--- config.mk ---
export PLATFORM = sky130hd
export DESIGN_NAME = sio_cfg_port
export DESIGN_NICKNAME = d
export VERILOG_FILES = /design/src/rtl/sio_cfg_pkg.sv /design/src/rtl/sio_cfg_entry.sv /design/src/rtl/sio_cfg_regs.sv /design/src/rtl/sio_cfg_rdmux.sv /design/src/rtl/sio_cfg_port.sv
export SDC_FILE = /design/constraint.sdc
export NUM_CORES = 1
export LEC_CHECK = 0
export BUFFER_PORTS_ARGS = -buffer_cell sky130_fd_sc_hd__buf_2
export CORE_UTILIZATION = 35
export CTS_CLUSTER_DIAMETER = 40
export DETAILED_ROUTE_END_ITERATION = 16
export MAX_ROUTING_LAYER = met4
export PLACE_DENSITY = 0.66
export SKIP_CTS_REPAIR_TIMING = 1
export SLEW_MARGIN = 5
export SYNTH_ARGS = -nofsm -noshare
export SYNTH_HDL_FRONTEND = slang
export SYNTH_SLANG_ARGS = --single-unit
--- constraint.sdc ---
create_clock -name clk -period 2.6 [get_ports clk]
set_clock_uncertainty 0.15 [all_clocks]
set_input_delay 0.26 -clock clk [delete_from_list [all_inputs] [get_ports clk]]
set_output_delay 0.26 -clock clk [all_outputs]
set_load 0.03 [all_outputs]
--- src/rtl/sio_cfg_pkg.sv ---
package sio_cfg_pkg;
  localparam int CFG_NUM_REGS   = 42;
  localparam int CFG_DW         = 8;
  localparam int CFG_LOCK_REG   = 1;
  localparam int CFG_LOCK_BIT   = 3;
  localparam int CFG_LOCK_LIMIT = 24;
  localparam logic [7:0] KEY_OPEN  = 8'h55;
  localparam logic [7:0] KEY_CLOSE = 8'hAA;

  // Power-on value of register i.
  function automatic logic [7:0] rst_val(input int i);
    case (i)
      0:       return 8'h28;
      1:       return 8'h9C;
      2:       return 8'h88;
      3:       return 8'h78;
      6:       return 8'hFF;
      13:      return 8'h03;
      14:      return 8'h02;
      30:      return 8'h80;
      38:      return 8'h23;
      39:      return 8'h67;
      40:      return 8'h43;
      default: return 8'h00;
    endcase
  endfunction

  // Registers that never accept data writes.
  function automatic logic is_ro(input int i);
    return (i == 38) || (i == 39) || (i == 41);
  endfunction
endpackage

--- src/rtl/sio_cfg_entry.sv ---
module sio_cfg_entry
  import sio_cfg_pkg::*;
#(
  parameter int NUM_REGS = CFG_NUM_REGS,
  parameter int DW       = CFG_DW,
  localparam int IW      = $clog2(NUM_REGS)
) (
  input  logic          clk,
  input  logic          rst_n,
  input  logic          idx_wr,
  input  logic [DW-1:0] wdata,
  output logic          cfg_mode,
  output logic [IW-1:0] idx
);
  localparam logic [DW-1:0] NREG_B = DW'(NUM_REGS);

  logic key_seen;

  always_ff @(posedge clk or negedge rst_n) begin
    if (!rst_n) begin
      cfg_mode <= 1'b0;
      key_seen <= 1'b0;
      idx      <= '0;
    end else if (idx_wr) begin
      if (!cfg_mode) begin
        if (wdata == DW'(KEY_OPEN)) begin
          cfg_mode <= key_seen;
          key_seen <= ~key_seen;
        end else begin
          key_seen <= 1'b0;
        end
      end else begin
        if (wdata < NREG_B) idx <= wdata[IW-1:0];
        if (wdata == DW'(KEY_CLOSE)) cfg_mode <= 1'b0;
      end
    end
  end
endmodule

--- src/rtl/sio_cfg_regs.sv ---
module sio_cfg_regs
  import sio_cfg_pkg::*;
#(
  parameter int NUM_REGS   = CFG_NUM_REGS,
  parameter int DW         = CFG_DW,
  parameter int LOCK_REG   = CFG_LOCK_REG,
  parameter int LOCK_BIT   = CFG_LOCK_BIT,
  parameter int LOCK_LIMIT = CFG_LOCK_LIMIT,
  localparam int IW        = $clog2(NUM_REGS)
) (
  input  logic               clk,
  input  logic               rst_n,
  input  logic               data_wr,
  input  logic [IW-1:0]      idx,
  input  logic [DW-1:0]      wdata,
  output logic               lock,
  output logic [NUM_REGS*DW-1:0] regs_flat
);
  localparam logic [IW-1:0] LIM_I  = IW'(LOCK_LIMIT);
  localparam logic [IW-1:0] LOCK_I = IW'(LOCK_REG);

  logic wr_ok;
  assign wr_ok = data_wr && !is_ro(int'(idx)) && !(lock && (idx < LIM_I));

  always_ff @(posedge clk or negedge rst_n) begin
    if (!rst_n)                      lock <= 1'b0;
    else if (wr_ok && idx == LOCK_I) lock <= ~wdata[LOCK_BIT];
  end

  for (genvar i = 0; i < NUM_REGS; i++) begin : g_reg
    logic [DW-1:0] q;
    always_ff @(posedge clk or negedge rst_n) begin
      if (!rst_n)                        q <= DW'(rst_val(i));
      else if (wr_ok && idx == IW'(i))   q <= wdata;
    end
    assign regs_flat[i*DW +: DW] = q;
  end
endmodule

--- src/rtl/sio_cfg_rdmux.sv ---
module sio_cfg_rdmux
  import sio_cfg_pkg::*;
#(
  parameter int NUM_REGS   = CFG_NUM_REGS,
  parameter int DW         = CFG_DW,
  parameter int LOCK_LIMIT = CFG_LOCK_LIMIT,
  localparam int IW        = $clog2(NUM_REGS)
) (
  input  logic                   rd_en,
  input  logic                   addr_sel,
  input  logic                   cfg_mode,
  input  logic                   lock,
  input  logic [IW-1:0]          idx,
  input  logic [NUM_REGS*DW-1:0] regs_flat,
  output logic [DW-1:0]          rdata
);
  localparam logic [IW-1:0] LIM_I = IW'(LOCK_LIMIT);

  always_comb begin
    if (!rd_en)                    rdata = '0;
    else if (!cfg_mode)            rdata = '1;
    else if (!addr_sel)            rdata = {{(DW-IW){1'b0}}, idx};
    else if (lock && idx < LIM_I)  rdata = '1;
    else                           rdata = regs_flat[idx*DW +: DW];
  end
endmodule

--- src/rtl/sio_cfg_port.sv ---
module sio_cfg_port
  import sio_cfg_pkg::*;
#(
  parameter int NUM_REGS   = CFG_NUM_REGS,
  parameter int DW         = CFG_DW,
  parameter int LOCK_REG   = CFG_LOCK_REG,
  parameter int LOCK_BIT   = CFG_LOCK_BIT,
  parameter int LOCK_LIMIT = CFG_LOCK_LIMIT
) (
  input  logic                   clk,
  input  logic                   rst_n,
  input  logic                   addr_sel,
  input  logic                   wr_en,
  input  logic                   rd_en,
  input  logic [DW-1:0]          wdata,
  output logic [DW-1:0]          rdata,
  output logic                   cfg_mode,
  output logic [NUM_REGS*DW-1:0] regs_flat
);
  localparam int IW = $clog2(NUM_REGS);

  logic [IW-1:0] idx;
  logic          lock;

  sio_cfg_entry #(.NUM_REGS(NUM_REGS), .DW(DW)) u_entry (
    .clk(clk), .rst_n(rst_n), .idx_wr(wr_en && !addr_sel),
    .wdata(wdata), .cfg_mode(cfg_mode), .idx(idx)
  );

  sio_cfg_regs #(
    .NUM_REGS(NUM_REGS), .DW(DW), .LOCK_REG(LOCK_REG),
    .LOCK_BIT(LOCK_BIT), .LOCK_LIMIT(LOCK_LIMIT)
  ) u_regs (
    .clk(clk), .rst_n(rst_n), .data_wr(wr_en && addr_sel && cfg_mode),
    .idx(idx), .wdata(wdata), .lock(lock), .regs_flat(regs_flat)
  );

  sio_cfg_rdmux #(.NUM_REGS(NUM_REGS), .DW(DW), .LOCK_LIMIT(LOCK_LIMIT)) u_rd (
    .rd_en(rd_en), .addr_sel(addr_sel), .cfg_mode(cfg_mode), .lock(lock),
    .idx(idx), .regs_flat(regs_flat), .rdata(rdata)
  );
endmodule

Word-level counts from Yosys, hierarchy flattened. Index checks and enable logic that the tools add are counted.

Logic and storage cells: 162. Bits in registers: 345. Output and inout bits: 345. Input port bits: 13.

$lt $le $gt $ge: 2. Reductions and logical operators: 56. Bitwise gates (word level): 3. Eq/ne operators: 46. Muxes and demuxes: 8. Shifts and indexed selects: 1.

Operators by type and width (count): variable part select 336 x 10 -> 8 bit (1); equality test 6 x 5 -> 1 bit (second input constant) (16); equality test 6 bit (second input constant) (13); equality test 6 x 4 -> 1 bit (second input constant) (8); logical AND 1 bit (48); two-way mux 8 bit (4); equality test 6 x 3 -> 1 bit (second input constant) (4); equality test 6 x 2 -> 1 bit (second input constant) (2); equality test 8 x 7 -> 1 bit (second input constant) (1); equality test 8 bit (second input constant) (1); < comparator 8 x 6 -> 1 bit (second input constant) (1); equality test 6 x 1 -> 1 bit (second input constant) (1); logical NOT 6 bit (1); < comparator 6 x 5 -> 1 bit (second input constant) (1); two-way mux 1 bit (4); logical NOT 1 bit (3); NOT 1 bit (3); AND reduction 3 bit (1); logical OR 1 bit (2); AND reduction 2 bit (1).

Longest topological paths before layout. Gate-level depths: netlist of run 1.

Depth after elaboration: 7. Mapped depth: 10. Mapped depth without buffers: 5.

Cells and area by module. From an unflattened synthesis of run 1, not the netlist that was laid out.

Cell total of the unflattened synthesis: 1102. Area, all modules: 16150.5 µm².

By module, submodules not included: sio_cfg_regs (cells an instance 779, area an instance 12689.7 µm², times used 1, sequential area each 8476.9 µm²); sio_cfg_rdmux (cells an instance 289, area an instance 2997.9 µm², times used 1, sequential area each 0.0 µm²); sio_cfg_entry (cells an instance 32, area an instance 446.7 µm², times used 1, sequential area each 200.2 µm²); sio_cfg_port (cells an instance 2, area an instance 16.3 µm², times used 1, sequential area each 0.0 µm²).

Worst setup path after synthesis of run 1. Ideal clock, no wire load.

Path type: reg-to-output. From: register u_entry.idx[2]. To: output rdata[7]. Arrival time: 2.215 ns. Path slack: -0.025 ns. Stages on the path, launching flop included: 7. Path buffers: 1. Required time: 2.190 ns. Cell sequence: dfrtp_1 clkbuf_1 or3b_2 o22ai_1 a211oi_1 or4_1 a41oi_1.

Cells in the longest elaborated chain, start to end: 6. Elaborated cells on any way between the ends: 7. Those cells by class: 1 x order compare; 1 x shift; 4 x mux; 1 x reduce/logical.

Ends and longest elaborated chain: start: declaration (line sio_cfg_entry.sv:13) `output logic [IW-1:0] idx`; start signal: assignment (line sio_cfg_entry.sv:33) `if (wdata < NREG_B) idx <= wdata[IW-1:0];`; parallel branches: the longest is 2 deep, another holds variable part select 336 x 10 -> 8 bit; two-way mux 8 bit (*) (line sio_cfg_rdmux.sv:23) `else if (lock && idx < LIM_I) rdata = '1;`; two-way mux 8 bit (*) (line sio_cfg_rdmux.sv:22) `else if (!addr_sel) rdata = {{(DW-IW){1'b0}}, idx};`; two-way mux 8 bit (*) (line sio_cfg_rdmux.sv:21) `else if (!cfg_mode) rdata = '1;`; two-way mux 8 bit (*) (line sio_cfg_rdmux.sv:20) `if (!rd_en) rdata = '0;`; end: declaration (line sio_cfg_port.sv:16) `output logic [DW-1:0] rdata,`.

Every way passes the cells marked *.

Worst setup path in the final report of run 1.
From: register u_entry.idx[0]. To: output rdata[6].

The elaborated chain is that of the path after synthesis.

==> key figures, run 1 <==
Outcome
  • Run status: finished, violations left
  • Failing checks: negative hold slack, negative setup slack

Power and ir drop
  • Comb power frac: 37.1%
  • Peak VDD IR: 0.0006058 V
  • Pwr Total: between 0.02 and 0.025 W
  • Sw Ratio: 38.98%
  • Seq pwr share: 32.5%
  • Internal power: 0.01457 W
  • Sw Pwr: 0.009308 W
  • Leakage power: 10.95 nW
  • PD cells: 1090 nW/µm²
  • Clock network power share: 30.4%

Route
  • Routed Antenna Nets: 0
  • Drt pass-1 iters: 7
  • Via count: 11880
  • Overall routed net length: 58.08 mm
  • WL per Instance: 26.40 µm
  • Post-route DRC violation count: 0
  • DR WL met2: 26.66 mm
  • Max Used Layer: met4
  • Met3 WL: 3.716 mm
  • DR vias/cell: 5.398
  • Initial DRC count: 915
  • DRT met1 WL: around 26 mm

STA
  • Max Clock Freq: 0.2939 GHz
  • Final min period: 3.402 ns
  • Final count of hold timing violations: 1
  • Final setup violation count: 34
  • Fin crit share: 130.9%
  • Setup_tns: -5.964 ns
  • Hold slack: -0.02337 ns
  • Final slew viol count: 0
  • Worst slew pin tran: 0.5896 ns
  • Setup ws final: -0.8022 ns
  • RSZ-0062 raised after global routing: true
  • Slew headroom: roughly 61%

Logic synthesis
  • Synthesized area: 16080 µm²
  • Ys async rst share: 100.0%
  • Syn avg cell area: 14.70 µm²
  • Synth warn: 0
  • Seq/Total Area, Yosys: approximately 54%
  • Share of Yosys cell area claimed by the top area cell type: 48.24%
  • Netlist cell types: 58
  • Post-synth EDFFs: 0
  • Dominant cell type by area after synthesis: dfrtp_1
  • Post-Syn Instances: around 1100
  • Predominant post-synthesis flop cell: dfrtp_1
  • Synth Net Count: 1107
  • #FFs+latches synth: 345
  • Synth top area cells: dfrtp_1, mux2_2, mux4_2

Floorplan
  • Io pins: about 360
  • Row count: 78
  • Core area: 45380 µm²
  • Die H: 216.3 µm
  • Die Width: 216.3 µm
  • Initial Util: 35.43%
  • Die Area: roughly 47000 µm²

Clock tree
  • H-tree levels: 2
  • Worst-path clk slew: 0.06 ns
  • CTS tree: done
  • Clk buf depth: 3
  • Worst-skew pair later-pin latency: 0.58 ns
  • CTS buffer count: 53
  • Root buffer cell: clkbuf_16
  • CTS Sinks: 345

Worst setup path
  • Crit. End Element: output pin
  • Reg2reg start: u_entry.idx[0]$_DFFE_PN0P_
  • R2R depth: 8
  • R2r setup slk: -0.04 ns
  • Crit Path Class: reg2out
  • Crit path capture: rdata[6]
  • CP arrival: 2.99 ns
  • Startpoint class of the critical path: flip-flop
  • Setup crit start: u_entry.idx[0]$_DFFE_PN0P_
  • Crit-path max FO: 11
  • CP required: between 2 and 2.5 ns
  • Worst r2r dst: u_regs.g_reg[40].q[2]$_DFFE_PN0P_

Flow run
  • Max_cap viols: 0

Global routing
  • Vias in the first global route: 11880
  • Initial antenna violation count: 2
  • Remaining global-route overflow: 0
  • GRT Total Usage: roughly 25%
  • First-pass GRT wire length: 83.63 mm
  • Largest net degree at the start of global routing: 77

Worst hold path
  • Hold WC Path Type: in2reg

Layout
  • P&R area growth vs syn: 36.17%
  • Share of layout cells above drive strength 1: 67.90%
  • Final #Nets: between 1500 and 2000
  • Finished Layout Cells: 2200

Place
  • Post-Place Worst Slack: -0.3401 ns
  • Final GP Congestion: 0.8904
  • Placed instance count: 2079
  • PortBufs: 357
  • DP HPWL: between 40 and 50 mm
==> layout by cell type, fill, tap and decap left out, drive strengths merged, types with 14 or more instances in the layout <==
cell type and n:
buf 500, mux2 316, dfrtp 310, mux4 65, clkbuf 63, mux2i 48, nand2 37, dfstp 35
nor2 26, inv 23, o22ai 16, nand3 16, nor2b 14
==> how the worst min path moves through the flow <==
stage          cells after the start                           endpoint     start  slack [ns]
2_1_floorplan                      0       u_entry.cfg_mode$_DFFE_PN0P_     rst_n       -0.19
3_3_place_gp                       1   u_regs.g_reg[4].q[0]$_DFFE_PN0P_     rst_n        0.09
3_5_place_dp                       1  u_regs.g_reg[14].q[5]$_DFFE_PN0P_     rst_n        0.09
4_1_cts                            1   u_regs.g_reg[8].q[4]$_DFFE_PN0P_     rst_n       -0.54
5_1_grt                            4       u_entry.cfg_mode$_DFFE_PN0P_  addr_sel     -0.0001
6_report                           4       u_entry.cfg_mode$_DFFE_PN0P_  addr_sel       -0.02
==> worst max-delay path, stage by stage, from the launching register on <==
cell and delay (ns):
dfrtp_4 0.54, buf_12 0.18, buf_12 0.14, mux4_2 0.32, mux2i_1 0.08, buf_4 0.17
a22oi_1 0.32, nand4_1 0.16, o211ai_1 0.20, buf_2 0.26
==> cell type report <==
class / instances / area, µm²
clock inverter: 39 / 379.1
sequential: 345 / 8687
timing repair buffer: 509 / 3531
fill: 4000 / 23480
clock buffer: 61 / 1459
antenna: 2 / 5.005
inverter: 7 / 26.28
multi-input combinational: 637 / 7059
tap: 600 / 750.7
==> power by group through the flow <==
stage	Combinational (W)	Sequential (W)	Clock, W
floorplan	0.00305	0.00985	0
global placement	0.00843	0.00774	0
detailed placement	0.00849	0.00780	0
CTS	0.00852	0.00773	0.00741
global route	0.00922	0.00790	0.00763
finish	0.00885	0.00776	0.00727
==> routing by layer <==
layer / track usage [%] / vias to the layer above
met5: - / -
met4: 7.981 / 0
met2: 37.00 / 438
li1: - / 5035
met1: 34.36 / 6307
met3: 5.263 / 96
==> metrics by stage <==
stage	instance area, µm²	hold slack [ns]	util [%]
floorplan	16090	-0.1856	-
global placement	19620	0.08774	43.24
detailed placement	19620	0.09430	43.24
CTS	21460	-0.5438	47.29
global route	21900	-0.0001284	48.25
finish	21900	-0.02337	48.25
==> cells by family (layout without fill, tap and decap cells) <==
family | after synthesis | count (layout) | synth area share (%)
AOI/OAI and AO/OA | 71 | 71 | 3.151
buffers and inverters | 112 | 616 | 3.167
muxes | 429 | 429 | 34.22
DFF | 345 | 345 | 53.96
other | 0 | 2 | 0
and+or+nand+nor | 137 | 137 | 5.501
==> state kept, by name (all words and copies together) (netlist names) <==
name              count
u_entry.key_seen      1
u_regs.lock           1
u_entry.idx           6
u_regs.g.q          336
u_entry.cfg_mode      1
==> synthesized netlist by cell type (4+ instances only) <==
master and count:
buf_4 12, a211oi_1 5, clkbuf_1 65, nor2_1 9, nand3_2 7, o221a_2 4
nand3_1 9, mux2i_1 48, nor2b_1 14, o211ai_1 6, mux4_2 65, inv_1 7
buf_1 8, nand2_1 37, o2111ai_1 4, a21oi_1 4, dfstp_2 35, o21ai_0 12
mux2_2 316, a22oi_1 8, buf_2 16, nor4_1 4, nor2_2 17, dfrtp_1 310
o22ai_1 16, nand4_1 9
No activity file was read; power rests on OpenSTA's default activity.
==> run 2: changes to the inputs <==
SYNTH_HIERARCHICAL = 1   (was unset)
==> key figures, run 2 <==
Worst setup path
  • CP arrival: ~3 ns
  • Crit-path max FO: 13
  • R2r setup slk: about 0.12 ns
  • R2R depth: 6
  • Crit Path Class: reg2out
  • Worst r2r dst: u_regs/g_reg[12].q[6]$_DFFE_PN0P_
  • CP required: around 2.2 ns
  • Crit path capture: rdata[0]
  • Crit. End Element: output pin
  • Reg2reg start: u_entry/idx[0]$_DFFE_PN0P_
  • Startpoint class of the critical path: flip-flop
  • Setup crit start: u_entry/idx[0]$_DFFE_PN0P_

Place
  • Final GP Congestion: about 0.9
  • DP HPWL: 41.79 mm
  • PortBufs: 357
  • Area after DPL: 19440 µm²

Layout
  • Share of layout cells above drive strength 1: 66.46%
  • Commonest non-fill, non-tap cell in the layout: buf_2
  • Largest register by flop count: u_regs/g.q
  • Biggest regs: u_regs/g.q (336), u_entry/idx (6)
  • P&R area growth vs syn: 34.51%
  • Final #Nets: 1565
  • Post-route cell area: 21720 µm²
  • Most frequent cells in the layout: buf_2, mux2_2, dfrtp_1, buf_4, mux2i_1
  • Flip-flop count of the largest register after layout: 336

Logic synthesis
  • Netlist cell types: 63
  • Syn avg cell area: around 15 µm²
  • Post-synth EDFFs: 0
  • Synthesized area: ~16000 µm²
  • Synth warn: 6
  • Seq/Total Area, Yosys: 53.73%
  • Dominant cell type by area after synthesis: dfrtp_1
  • Synth Net Count: 1115
  • Synth top area cells: dfrtp_1, mux2_2, mux4_2
  • Share of Yosys cell area claimed by the top area cell type: 48.03%
  • Count leader, synth: mux2_2
  • Post-Syn Instances: approximately 1100
  • Predominant post-synthesis flop cell: dfrtp_1
  • Post-synth top cells: mux2_2, dfrtp_1, clkbuf_1, mux2i_1, mux4_2
  • Ys async rst share: 100.0%
  • #FFs+latches synth: 345

STA
  • RSZ-0062 raised after global routing: true
  • Final count of hold timing violations: 0
  • Fin crit share: 131.0%
  • Setup ws final: -0.8067 ns
  • Final min period: 3.407 ns
  • Final slew viol count: 0
  • Max Clock Freq: just under 0.3 GHz
  • Final setup violation count: 8
  • Slew headroom: 50.68%
  • Worst slew pin tran: 0.7397 ns

Route
  • Via count: ~12000
  • WL per Instance: ~26 µm
  • Initial DRC count: 700
  • Routed Antenna Nets: 0
  • Post-route DRC violation count: 0
  • DR vias/cell: 5.357
  • Drt pass-1 iters: 7
  • Overall routed net length: 58.01 mm

Global routing
  • Largest net degree at the start of global routing: 70
  • GRT Total Usage: between 20% and 30%
  • First-pass GRT wire length: 84.21 mm
  • Initial antenna violation count: 6
  • Vias in the first global route: 12340
  • Remaining global-route overflow: 0

Power and ir drop
  • Leakage power: 11.04 nW
  • PD cells: 619.0 nW/µm²
  • Pwr Total: 0.01345 W
  • Peak VDD IR: 0.0005236 V

Worst hold path
  • Hold WC Path Type: in2reg

Clock tree
  • CTS Sinks: approximately 350
  • CTS tree: done
  • CTS buffer count: 55
  • Clk buf depth: 3
  • Worst-path clk slew: 0.06 ns
  • H-tree levels: 2
  • Root buffer cell: clkbuf_16
  • Worst-skew pair later-pin latency: 0.60 ns

Outcome
  • Run status: finished, violations left
  • Failing checks: negative setup slack

Floorplan
  • Core area: between 40000 and 50000 µm²
  • Row count: 78
  • Io pins: 358
  • Initial Util: between 30% and 40%
  • Die H: 216.8 µm
  • Die Area: 47010 µm²
  • Die Width: 216.8 µm

Flow run
  • Max_cap viols: 0
## run 2: changes by cell type in the layout (fill, tap and decap cells not counted), sizes merged, moves of 6 or more
cell,previous run,this run
a22oi,8,0
buf,500,488
clkbuf,63,73
mux2,316,323
mux2i,48,64
mux4,65,58
nand2,37,26
o21ai,13,20
o41ai,0,6
## run 2: area by class of cell
type | count | area, µm²
fillers | 4094 | 23750
flip-flops and latches | 345 | 8686
multi-input cells | 649 | 7167
repair buffers | 493 | 3108
clock buffers | 71 | 1559
well taps | 600 | 750.7
clock inverters | 32 | 411.6
inverters | 8 | 30.03
diodes | 5 | 12.51
## run 2: routing by layer
| layer | GRT usage, % | wire, µm |
|---|---|---|
| met1 | 32.61 | 24770 |
| met2 | 38.21 | 27060 |
| met3 | 6.904 | 4448 |
| met4 | 7.770 | 1742 |
| met5 | - | 0 |
## run 2: cells by family (layout without fill, tap and decap cells)
family | count (synthesis) | after routing | share of synthesized area [%]
simple gates | 126 | 126 | 5.036
mux | 445 | 445 | 34.69
buf+inv | 108 | 604 | 3.037
flops | 345 | 345 | 53.73
other cells | 0 | 5 | 0
compound gates | 78 | 78 | 3.510
## run 2: power by group
part / switching [W] / total (W) / internal, W
Sequential: 0.00000114 / 0.00538 / 0.00538
Clock: 0.00282 / 0.00771 / 0.00489
Combinational: 0.000282 / 0.000358 / 0.0000758
## run 2: worst min-delay path by stage
stage / startpoint / to / slack (ns) / depth (start not counted)
final: wdata[7] / u_entry/cfg_mode$_DFFE_PN0P_ / 0.02 / 4
after global routing: wdata[7] / u_entry/cfg_mode$_DFFE_PN0P_ / 0.008 / 4
after detailed placement: rst_n / u_regs/g_reg[15].q[6]$_DFFE_PN0P_ / 0.14 / 1
after CTS: rst_n / u_regs/g_reg[10].q[6]$_DFFE_PN0P_ / -0.51 / 1
after global placement: rst_n / u_regs/g_reg[14].q[6]$_DFFE_PN0P_ / 0.12 / 1
after floorplan: rst_n / u_entry/cfg_mode$_DFFE_PN0P_ / -0.19 / 0
## run 2: worst max-delay path: stages, from the launching register on
cell and delay, ns:
dfrtp_4 0.50, buf_16 0.20, buf_4 0.14, mux4_2 0.51, mux2_2 0.33, a221oi_1 0.36
o22ai_1 0.15, clkbuf_4 0.22
## run 2: per-stage QoR
| step | setup WS [ns] | hold WS [ns] | util (%) | cells | TNS [ns] |
|---|---|---|---|---|---|
| 3_3_place_gp | -0.3845 | 0.1248 | 42.76 | 2082 | -1.696 |
| 4_1_cts | -1.033 | -0.5055 | 47.09 | 2185 | -7.120 |
| 3_5_place_dp | -0.3862 | 0.1364 | 42.76 | 2082 | -1.904 |
| 2_1_floorplan | -0.1010 | -0.1856 | - | 1102 | -0.1010 |
| 5_1_grt | -0.8580 | 0.007531 | 47.77 | 2203 | -6.685 |
| 6_report | -0.8067 | 0.02448 | 47.77 | 2203 | -6.040 |
